==> config.mk <==
export PLATFORM = sky130hd
export DESIGN_NAME = bru_next_pc
export DESIGN_NICKNAME = d
export VERILOG_FILES = /design/src/rtl/bru_pkg.sv /design/src/rtl/bru_decode.sv /design/src/rtl/bru_cond.sv /design/src/rtl/bru_target.sv /design/src/rtl/bru_next_pc.sv
export SDC_FILE = /design/constraint.sdc
export NUM_CORES = 1
export LEC_CHECK = 0
export BUFFER_PORTS_ARGS = -buffer_cell sky130_fd_sc_hd__buf_2
export CAP_MARGIN = 10
export CORE_UTILIZATION = 52
export DETAILED_ROUTE_END_ITERATION = 16
export GPL_TIMING_DRIVEN = 0
export PLACE_DENSITY = 0.87
export SETUP_SLACK_MARGIN = 0.2
export SYNTH_ARGS = -nofsm -noshare
export SYNTH_HDL_FRONTEND = slang
export SYNTH_SLANG_ARGS = --single-unit
==> constraint.sdc <==
create_clock -name clk -period 0.8 [get_ports clk]
set_input_delay 0.12 -clock clk [delete_from_list [all_inputs] [get_ports clk]]
set_output_delay 0.12 -clock clk [all_outputs]
set_load 0.02 [all_outputs]
==> src/rtl/bru_pkg.sv <==
package bru_pkg;

    // Step kinds that the opcode decodes to
    typedef enum logic [1:0] {
        STEP_SEQ  = 2'd0,
        STEP_COND = 2'd1,
        STEP_JUMP = 2'd2
    } step_kind_e;

    // Flag chosen by the two low opcode bits of a conditional branch
    typedef enum logic [1:0] {
        FLAG_CARRY = 2'd0,
        FLAG_NEG   = 2'd1,
        FLAG_OVF   = 2'd2,
        FLAG_ZERO  = 2'd3
    } flag_sel_e;

    localparam int unsigned NUM_FLAGS = 4;

endpackage

==> src/rtl/bru_decode.sv <==
module bru_decode
    import bru_pkg::*;
#(
    parameter int unsigned OP_W = 7
) (
    input  logic [OP_W-1:0] opcode,
    output step_kind_e      kind,
    output flag_sel_e       sel,
    output logic            invert
);

    localparam int unsigned CLS_HI = OP_W - 1;
    localparam int unsigned CLS_LO = OP_W - 3;

    logic [2:0] cls;

    assign cls    = opcode[CLS_HI:CLS_LO];
    assign invert = opcode[2];
    assign sel    = flag_sel_e'(opcode[1:0]);

    always_comb begin
        unique case (cls)
            3'b110:  kind = STEP_COND;
            3'b111:  kind = STEP_JUMP;
            default: kind = STEP_SEQ;
        endcase
    end

endmodule

==> src/rtl/bru_cond.sv <==
module bru_cond
    import bru_pkg::*;
(
    input  step_kind_e           kind,
    input  flag_sel_e            sel,
    input  logic                 invert,
    input  logic [NUM_FLAGS-1:0] flags,
    output logic                 take
);

    logic picked;

    always_comb begin
        unique case (sel)
            FLAG_CARRY: picked = flags[0];
            FLAG_NEG:   picked = flags[1];
            FLAG_OVF:   picked = flags[2];
            FLAG_ZERO:  picked = flags[3];
        endcase
    end

    always_comb begin
        unique case (kind)
            STEP_COND: take = picked ^ invert;
            STEP_JUMP: take = 1'b1;
            default:   take = 1'b0;
        endcase
    end

endmodule

==> src/rtl/bru_target.sv <==
module bru_target #(
    parameter int unsigned PC_W    = 16,
    parameter int unsigned FIELD_W = 3
) (
    input  logic [PC_W-1:0]    pc,
    input  logic [FIELD_W-1:0] dr,
    input  logic [FIELD_W-1:0] sb,
    input  logic               take,
    output logic [PC_W-1:0]    target
);

    localparam int unsigned OFF_W = 2 * FIELD_W;
    localparam int unsigned EXT_W = PC_W - OFF_W;

    logic [OFF_W-1:0] raw_off;
    logic [PC_W-1:0]  off_ext;
    logic [PC_W-1:0]  jump_addr;
    logic [PC_W-1:0]  step_addr;

    assign raw_off   = {dr, sb};
    assign off_ext   = {{EXT_W{raw_off[OFF_W-1]}}, raw_off};
    assign jump_addr = pc + off_ext;
    assign step_addr = pc + PC_W'(1);
    assign target    = take ? jump_addr : step_addr;

endmodule

==> src/rtl/bru_next_pc.sv <==
module bru_next_pc
    import bru_pkg::*;
#(
    parameter int unsigned PC_W    = 16,
    parameter int unsigned FIELD_W = 3,
    parameter int unsigned OP_W    = 7
) (
    input  logic               clk,
    input  logic               rst_n,
    input  logic [OP_W-1:0]    opcode,
    input  logic [FIELD_W-1:0] dr,
    input  logic [FIELD_W-1:0] sb,
    input  logic [PC_W-1:0]    pc,
    input  logic               flag_c,
    input  logic               flag_n,
    input  logic               flag_v,
    input  logic               flag_z,
    output logic [PC_W-1:0]    next_pc,
    output logic               taken
);

    step_kind_e           kind;
    flag_sel_e            sel;
    logic                 invert;
    logic                 take;
    logic [PC_W-1:0]      target;
    logic [NUM_FLAGS-1:0] flags;

    assign flags = {flag_z, flag_v, flag_n, flag_c};

    bru_decode #(.OP_W(OP_W)) u_decode (
        .opcode (opcode),
        .kind   (kind),
        .sel    (sel),
        .invert (invert)
    );

    bru_cond u_cond (
        .kind   (kind),
        .sel    (sel),
        .invert (invert),
        .flags  (flags),
        .take   (take)
    );

    bru_target #(.PC_W(PC_W), .FIELD_W(FIELD_W)) u_target (
        .pc     (pc),
        .dr     (dr),
        .sb     (sb),
        .take   (take),
        .target (target)
    );

    always_ff @(posedge clk or negedge rst_n) begin
        if (!rst_n) begin
            next_pc <= '0;
            taken   <= 1'b0;
        end else begin
            next_pc <= target;
            taken   <= take;
        end
    end

endmodule

==> results of run 1 <==
## metal layers
| metal | up-vias | routed length, um | part of all wire |
|---|---|---|---|
| met5 | - | 0 | 0 |
| met4 | 0 | 632 | 0.10 |
| met3 | 76 | 728 | 0.12 |
| met2 | 211 | 2870 | 0.46 |
| met1 | 730 | 2020 | 0.32 |
| li1 | 626 | - | - |
## layout make-up
class,instances,share of cell area
repair buffers,69,0.248
well taps,28,0.0160
inverters,7,0.0120
multi-input cells,107,0.517
clock inverters,1,0.00228
flip-flops and latches,17,0.194
clock buffers,3,0.0103
## layout by cell type (no fill, tap or decap), types with 3 or more instances in the layout
cell type	synthesis	layout
buf_2	0	29
buf_6	0	22
dfrtp_1	17	17
buf_4	0	14
ha_4	0	10
nor2_1	10	8
a21oi_2	0	5
o21a_1	5	5
o21ai_0	6	5
xor2_1	5	5
ha_1	17	5
inv_1	7	4
xnor2_2	1	4
xnor2_1	7	4
clkbuf_4	0	4
inv_2	0	3
mux2i_1	3	3
nand3b_1	3	3
and2_4	1	3
nand2_1	6	3
a21o_1	3	3
## state kept, by name (all words and copies together), names as in the netlist
name,flops
taken,1
next_pc,16
## repair_timing
action	CTS	global route
hold buffers	1	0
pin swaps	28	18
gates resized for setup	65	13
setup endpoints to repair	34	41
buffers inserted	12	6
endpoints found under the hold margin	17	0
## worst max-delay path, stage by stage
cell and delay, ns:
buf_8 0.10, nand2_8 0.05, nor2_4 0.12, ha_4 0.18, nor4b_2 0.33, o41a_1 0.43, nand2b_1 0.18, ha_4 0.21
buf_4 0.14, a211oi_2 0.24, o21bai_2 0.14, a21oi_2 0.23, o211ai_1 0.23, o22ai_1 0.39, xor2_1 0.17
## logic make-up (layout without fill, tap and decap cells)
kind of cell,after synthesis,in the layout,share of synthesized area
AOI/OAI and AO/OA,38,38,0.198
xor gates and xnor gates,13,13,0.0946
adders and majority gates,18,18,0.181
buffers and inverters,7,80,0.0205
DFF,17,17,0.332
muxes,3,3,0.0234
and+or+nand+nor,35,35,0.150
## power groups by stage
stage / clock (mW) / sequential (mW) / combinational [mW]
after floorplan: 0 / 1.07 / 0.283
after global placement: 0 / 0.969 / 0.614
after detailed placement: 0 / 0.971 / 0.643
after CTS: 0.480 / 0.973 / 0.848
after global routing: 0.527 / 0.985 / 1.03
final: 0.498 / 0.982 / 1.00
## final timing paths
kind | from | endpoint | cells after the start
min in group asynchronous | rst_n | next_pc[11] | 2
hold / removal | pc[0] | next_pc[0] | 2
max in group asynchronous | rst_n | next_pc[4] | 2
setup / recovery | opcode[5] | next_pc[15] | 15
==> flow_summary.yaml, run 1 <==
run_status:
  status: "finished, violations left"
  violations: "setup timing"
cts:
  cts_tree: "built"
  cts_inserted_buffers: 3
  cts_htree_levels: 1
  cts_buffer_depth: 2
  cts_sinks: 17
  root_buffer: "clkbuf_4"
  path_clk_slew_ns: 0.12
hold_path:
  hold_class: "in2reg"
logic_synthesis:
  synth.top_cell.area_share: 0.332
  ys.warnings.count: 0
  postSynthNetCount: 184
  syn_area_um2: 1280
  synthCells: 131
  synthArstFlopShare: 1.00
  synthTopCellsByArea: "dfrtp_1 (33%), ha_1 (17%), xnor2_1 (4.8%), xor2_1 (3.4%), nor2_1 (2.9%)"
  synth_cell_types: 38
  syn_area_per_cell_um2: 9.79
  yosys.area.top_type: "dfrtp_1"
  ys_ff_latch: 17
  synth_commonest_cells: "dfrtp_1 (17), ha_1 (17), nor2_1 (10)"
  synth_flop_cell: "dfrtp_1"
  synth_seq_area_share: 0.332
  synth-edff-count: 0
routing:
  drtAntennaViolNets: 0
  route.vias.total: 1643
  drt-total-wl_mm: 6.25
  wire_per_inst_um: 26.9
  dr.pass1.iters: 7
  drt_iter0_markers: 149
  vias_per_cell: 7.08
  drc: 0
finish:
  seqCellArea_um2: 425
  layout-drive-gt1-share: 0.578
  multi_input_area_um2: 1140
  final_cell_count_no_fill: 232
  design_area_um2: 2200
  nets: 258
  diodes: 0
  syn2layout_area_growth_pct: 71.2
  final_core_utilization: 0.965
  n_fill_cell: 43
global_routing:
  grt_pass1_vias: 1519
  busiest_layer: "met2"
  met2_usage: 0.725
  grt_pass1_wl_mm: 7.42
  globalRouteMet3Util: 0.0965
  antenna_found_initial: 0
  grt_start_max_net_pins: 18
  grt_overflow_total: 0
  use_met1: 0.424
  grt_use_total: 0.396
worst_setup_path:
  cp.required_ns: 1.03
  arrival_ns: 3.27
  end_kind: "flip-flop"
  cp-start-kind: "input port"
  cp_max_fo: 7
  critPathKind: "in2reg"
power:
  seqPwrFrac: 0.396
  p_sw_mw: 0.867
  combPwrFrac: 0.403
  finalPower_mw: 2.48
  leakage_nw: 1.04
  intPower_mw: 1.61
  clock_power_share: 0.201
  sw_frac_of_total: 0.349
  p_per_area_nw_per_um2: 1130
  max-vdd-ir-drop_mv: 0.939
sta:
  max_slew.worst_pin.slew_ns: 0.479
  hold_violations: 0
  fin_crit_sh: 3.80
  finalSetupTns_ns: -31.95
  relSlewSlack: 0.679
  maxSlewViolCount: 0
  finalWorstSetupSlack_ns: -2.24
  max_freq_mhz: 329
  fin_hold_ws_ns: 0.0747
  setup_viol: 34
  rsz0062_at_grt: "true"
  min_period_ns: 3.04
floorplan:
  die-area_um2: 2670
  die_x_um: 51.7
  start_util: 0.563
  dieHeight_um: 51.7
  io_pins: 52
  placement_rows: 17
  core_um2: 2280
place:
  gp_congestion: 0.907
  io_buffers: 50
  post-place-ws_ns: -2.34
  place_inst: 209
  dpl_cell_area_um2: 1700
  dpl.hpwl_mm: 2.46
job:
  cap_violations: 0
Note: power is estimated with default switching activity, not from simulation.
==> run 2, diff against run 1 <==
--- a/config.mk
+++ b/config.mk
@@ -9,9 +9,10 @@
 export CAP_MARGIN = 10
 export CORE_UTILIZATION = 52
 export DETAILED_ROUTE_END_ITERATION = 16
-export GPL_TIMING_DRIVEN = 0
-export PLACE_DENSITY = 0.87
+export PLACE_DENSITY = 0.86
 export SETUP_SLACK_MARGIN = 0.2
+export SKIP_LAST_GASP = 1
 export SYNTH_ARGS = -nofsm -noshare
 export SYNTH_HDL_FRONTEND = slang
+export SYNTH_HIERARCHICAL = 1
 export SYNTH_SLANG_ARGS = --single-unit
==> flow_summary.yaml, run 2 <==
run_status:
  status: "finished, violations left"
  violations: "DRC, setup timing"
hold_path:
  hold_class: "in2reg"
  hold_path_end: "next_pc[0]"
  hp-start: "pc[0]"
  hold_depth: 2
logic_synthesis:
  yosys.area.top_type: "dfrtp_1"
  ys.warnings.count: 6
  synth_seq_area_share: 0.314
  synthArstFlopShare: 1.00
  synth_cell_types: 54
  synth_commonest_cells: "dfrtp_1 (17), and2_1 (10), nor2_1 (9)"
  ys_ff_latch: 17
  synth_flop_cell: "dfrtp_1"
  postSynthNetCount: 187
  syn_area_um2: 1350
  synth-edff-count: 0
  yosysMostFrequentCell: "dfrtp_1"
  synth.top_cell.area_share: 0.314
  synthCells: 144
  synthTopCellsByArea: "dfrtp_1 (31%), ha_1 (6.5%), xnor2_1 (5.2%), and2_1 (4.6%), buf_4 (2.8%)"
  syn_area_per_cell_um2: 9.40
worst_setup_path:
  critPathKind: "in2reg"
  arrival_ns: 2.92
  critPathSlowestCell: "fa_2"
  cp_max_fo: 6
  cp-start-kind: "input port"
  crit_top_cell: "ha_4"
  cp_slowest_stage_delay_ns: 0.38
  cp.required_ns: 0.99
  end_kind: "flip-flop"
  crit_buf_inv: 2
  cp_top_family: "simple AND/OR/NAND/NOR gates"
  path_cells: "buf_6 -> and3b_2 -> inv_2 -> ha_4 -> nor3b_2 -> a221o_1 -> or2b_1 -> ha_4 -> fa_2 -> a211oi_4 -> o21bai_4 -> nor4_4 -> a21oi_2 -> xnor2_1"
cts:
  root_buffer: "clkbuf_4"
  cts_inserted_buffers: 3
  cts_buffer_depth: 2
  cts_htree_levels: 1
  path_clk_slew_ns: 0.11
  cts_tree: "built"
  cts_sinks: 17
sta:
  fin_crit_sh: 3.40
  rsz0062_at_grt: "true"
  setup_viol: 34
  relSlewSlack: 0.548
  finalWorstSetupSlack_ns: -1.92
  max_freq_mhz: 367
  maxSlewViolCount: 0
  hold_violations: 0
  min_period_ns: 2.72
  max_slew.worst_pin.slew_ns: 0.672
finish:
  final_common_cell: "buf_4"
  syn2layout_area_growth_pct: 72.4
  regMostFlops: "next_pc"
  largest_reg_flops: 16
  layout-drive-gt1-share: 0.597
  mostFrequentLayoutCells: "buf_4 (36), buf_2 (31), buf_6 (24)"
  nets: 277
  top_regs: "next_pc: 16 flops, taken: 1 flops"
  final_core_utilization: 0.942
place:
  io_buffers: 50
  dpl.hpwl_mm: 3.23
  post-place-ws_ns: -2.18
  gp_congestion: 0.882
global_routing:
  grt_overflow_total: 0
  grt_start_max_net_pins: 18
  grt_use_total: 0.450
  grt_pass1_wl_mm: 8.67
  antenna_found_initial: 1
  grt_pass1_vias: 1650
power:
  clock_power_share: 0.202
  max-vdd-ir-drop_mv: 1.20
  leakage_nw: 1.04
  intPower_mw: 1.60
  seqPwrFrac: 0.395
  p_sw_mw: 0.829
  combPwrFrac: 0.403
  p_per_area_nw_per_um2: 1040
  sw_frac_of_total: 0.342
floorplan:
  die-area_um2: 2810
  placement_rows: 18
  core_um2: 2480
  io_pins: 52
  start_util: 0.546
  die_x_um: 53.0
  dieHeight_um: 53.0
routing:
  dr.pass1.iters: 11
  drc: 2
  drt-total-wl_mm: 6.44
  drtAntennaViolNets: 0
  vias_per_cell: 6.60
  wire_per_inst_um: 24.4
  drt_iter0_markers: 115
  route.vias.total: 1743
job:
  cap_violations: 0
## run 2: timing repair
item | in CTS | in global routing
pin swaps | 25 | 14
setup endpoints to repair | 34 | 51
setup buffers | 6 | 3
resized for setup | 55 | 21
hold buffers | 1 | 0
hold endpoints to repair | 17 | 0
## run 2: final cells by class
type / instances / area, um^2
diodes: 1 / 2.50
well taps: 30 / 37.5
fillers: 69 / 144
repair buffers: 94 / 733
inverters: 5 / 18.8
clock buffers: 4 / 26.3
flip-flops and latches: 17 / 425
multi-input cells: 113 / 1090
## run 2: stage by stage
| step | std cells | hold slack (ns) | setup TNS (ns) | instance area [um^2] | power [mW] |
|---|---|---|---|---|---|
| after floorplan | 144 | -0.176 | -26.91 | 1410 | 1.32 |
| after CTS | 260 | 0.101 | -27.05 | 2210 | 2.26 |
| final | 264 | 0.112 | -29.71 | 2330 | 2.43 |
| after global routing | 264 | 0.122 | -31.31 | 2330 | 2.50 |
| after global placement | 249 | 0.0435 | -29.54 | 1890 | 1.60 |
| after detailed placement | 249 | 0.0525 | -31.00 | 1890 | 1.64 |
## run 2: power by group through the flow
stage	clock network (mW)	registers (mW)	logic, mW
2_1_floorplan	0	1.04	0.280
3_3_place_gp	0	0.950	0.652
3_5_place_dp	0	0.953	0.688
4_1_cts	0.460	0.953	0.845
5_1_grt	0.517	0.967	1.01
6_report	0.490	0.958	0.978
## run 2: cell families (layout without fill, tap and decap cells)
family                   after synthesis  count (layout)  synth area share
AND/OR/NAND/NOR                       61              61             0.258
AO/OA/AOI/OAI                         31              31             0.193
XOR/XNOR                              11              11            0.0712
buffers and inverters                 14             103            0.0601
flip-flops                            17              17             0.314
other                                  0               1                 0
multiplexers                           2               2            0.0240
adder cells (fa/ha/maj)                8               8            0.0795
## run 2: metal layers
metal | GRT usage | wire (um) | part of all wire
met3 | 0.170 | 758 | 0.12
met1 | 0.510 | 2090 | 0.32
met5 | 0.0952 | 0 | 0
met2 | 0.696 | 3070 | 0.48
met4 | 0.281 | 521 | 0.081
## run 2: how the worst max path moves through the flow
stage               from          end  slack, ns  cells after the start
3_3_place_gp   opcode[4]  next_pc[11]      -2.05                     14
3_5_place_dp   opcode[4]  next_pc[12]      -2.18                     14
2_1_floorplan  opcode[0]  next_pc[12]      -2.04                     12
5_1_grt        opcode[4]   next_pc[9]      -2.03                     15
4_1_cts        opcode[4]  next_pc[12]      -1.83                     14
6_report       opcode[4]  next_pc[12]      -1.92                     14
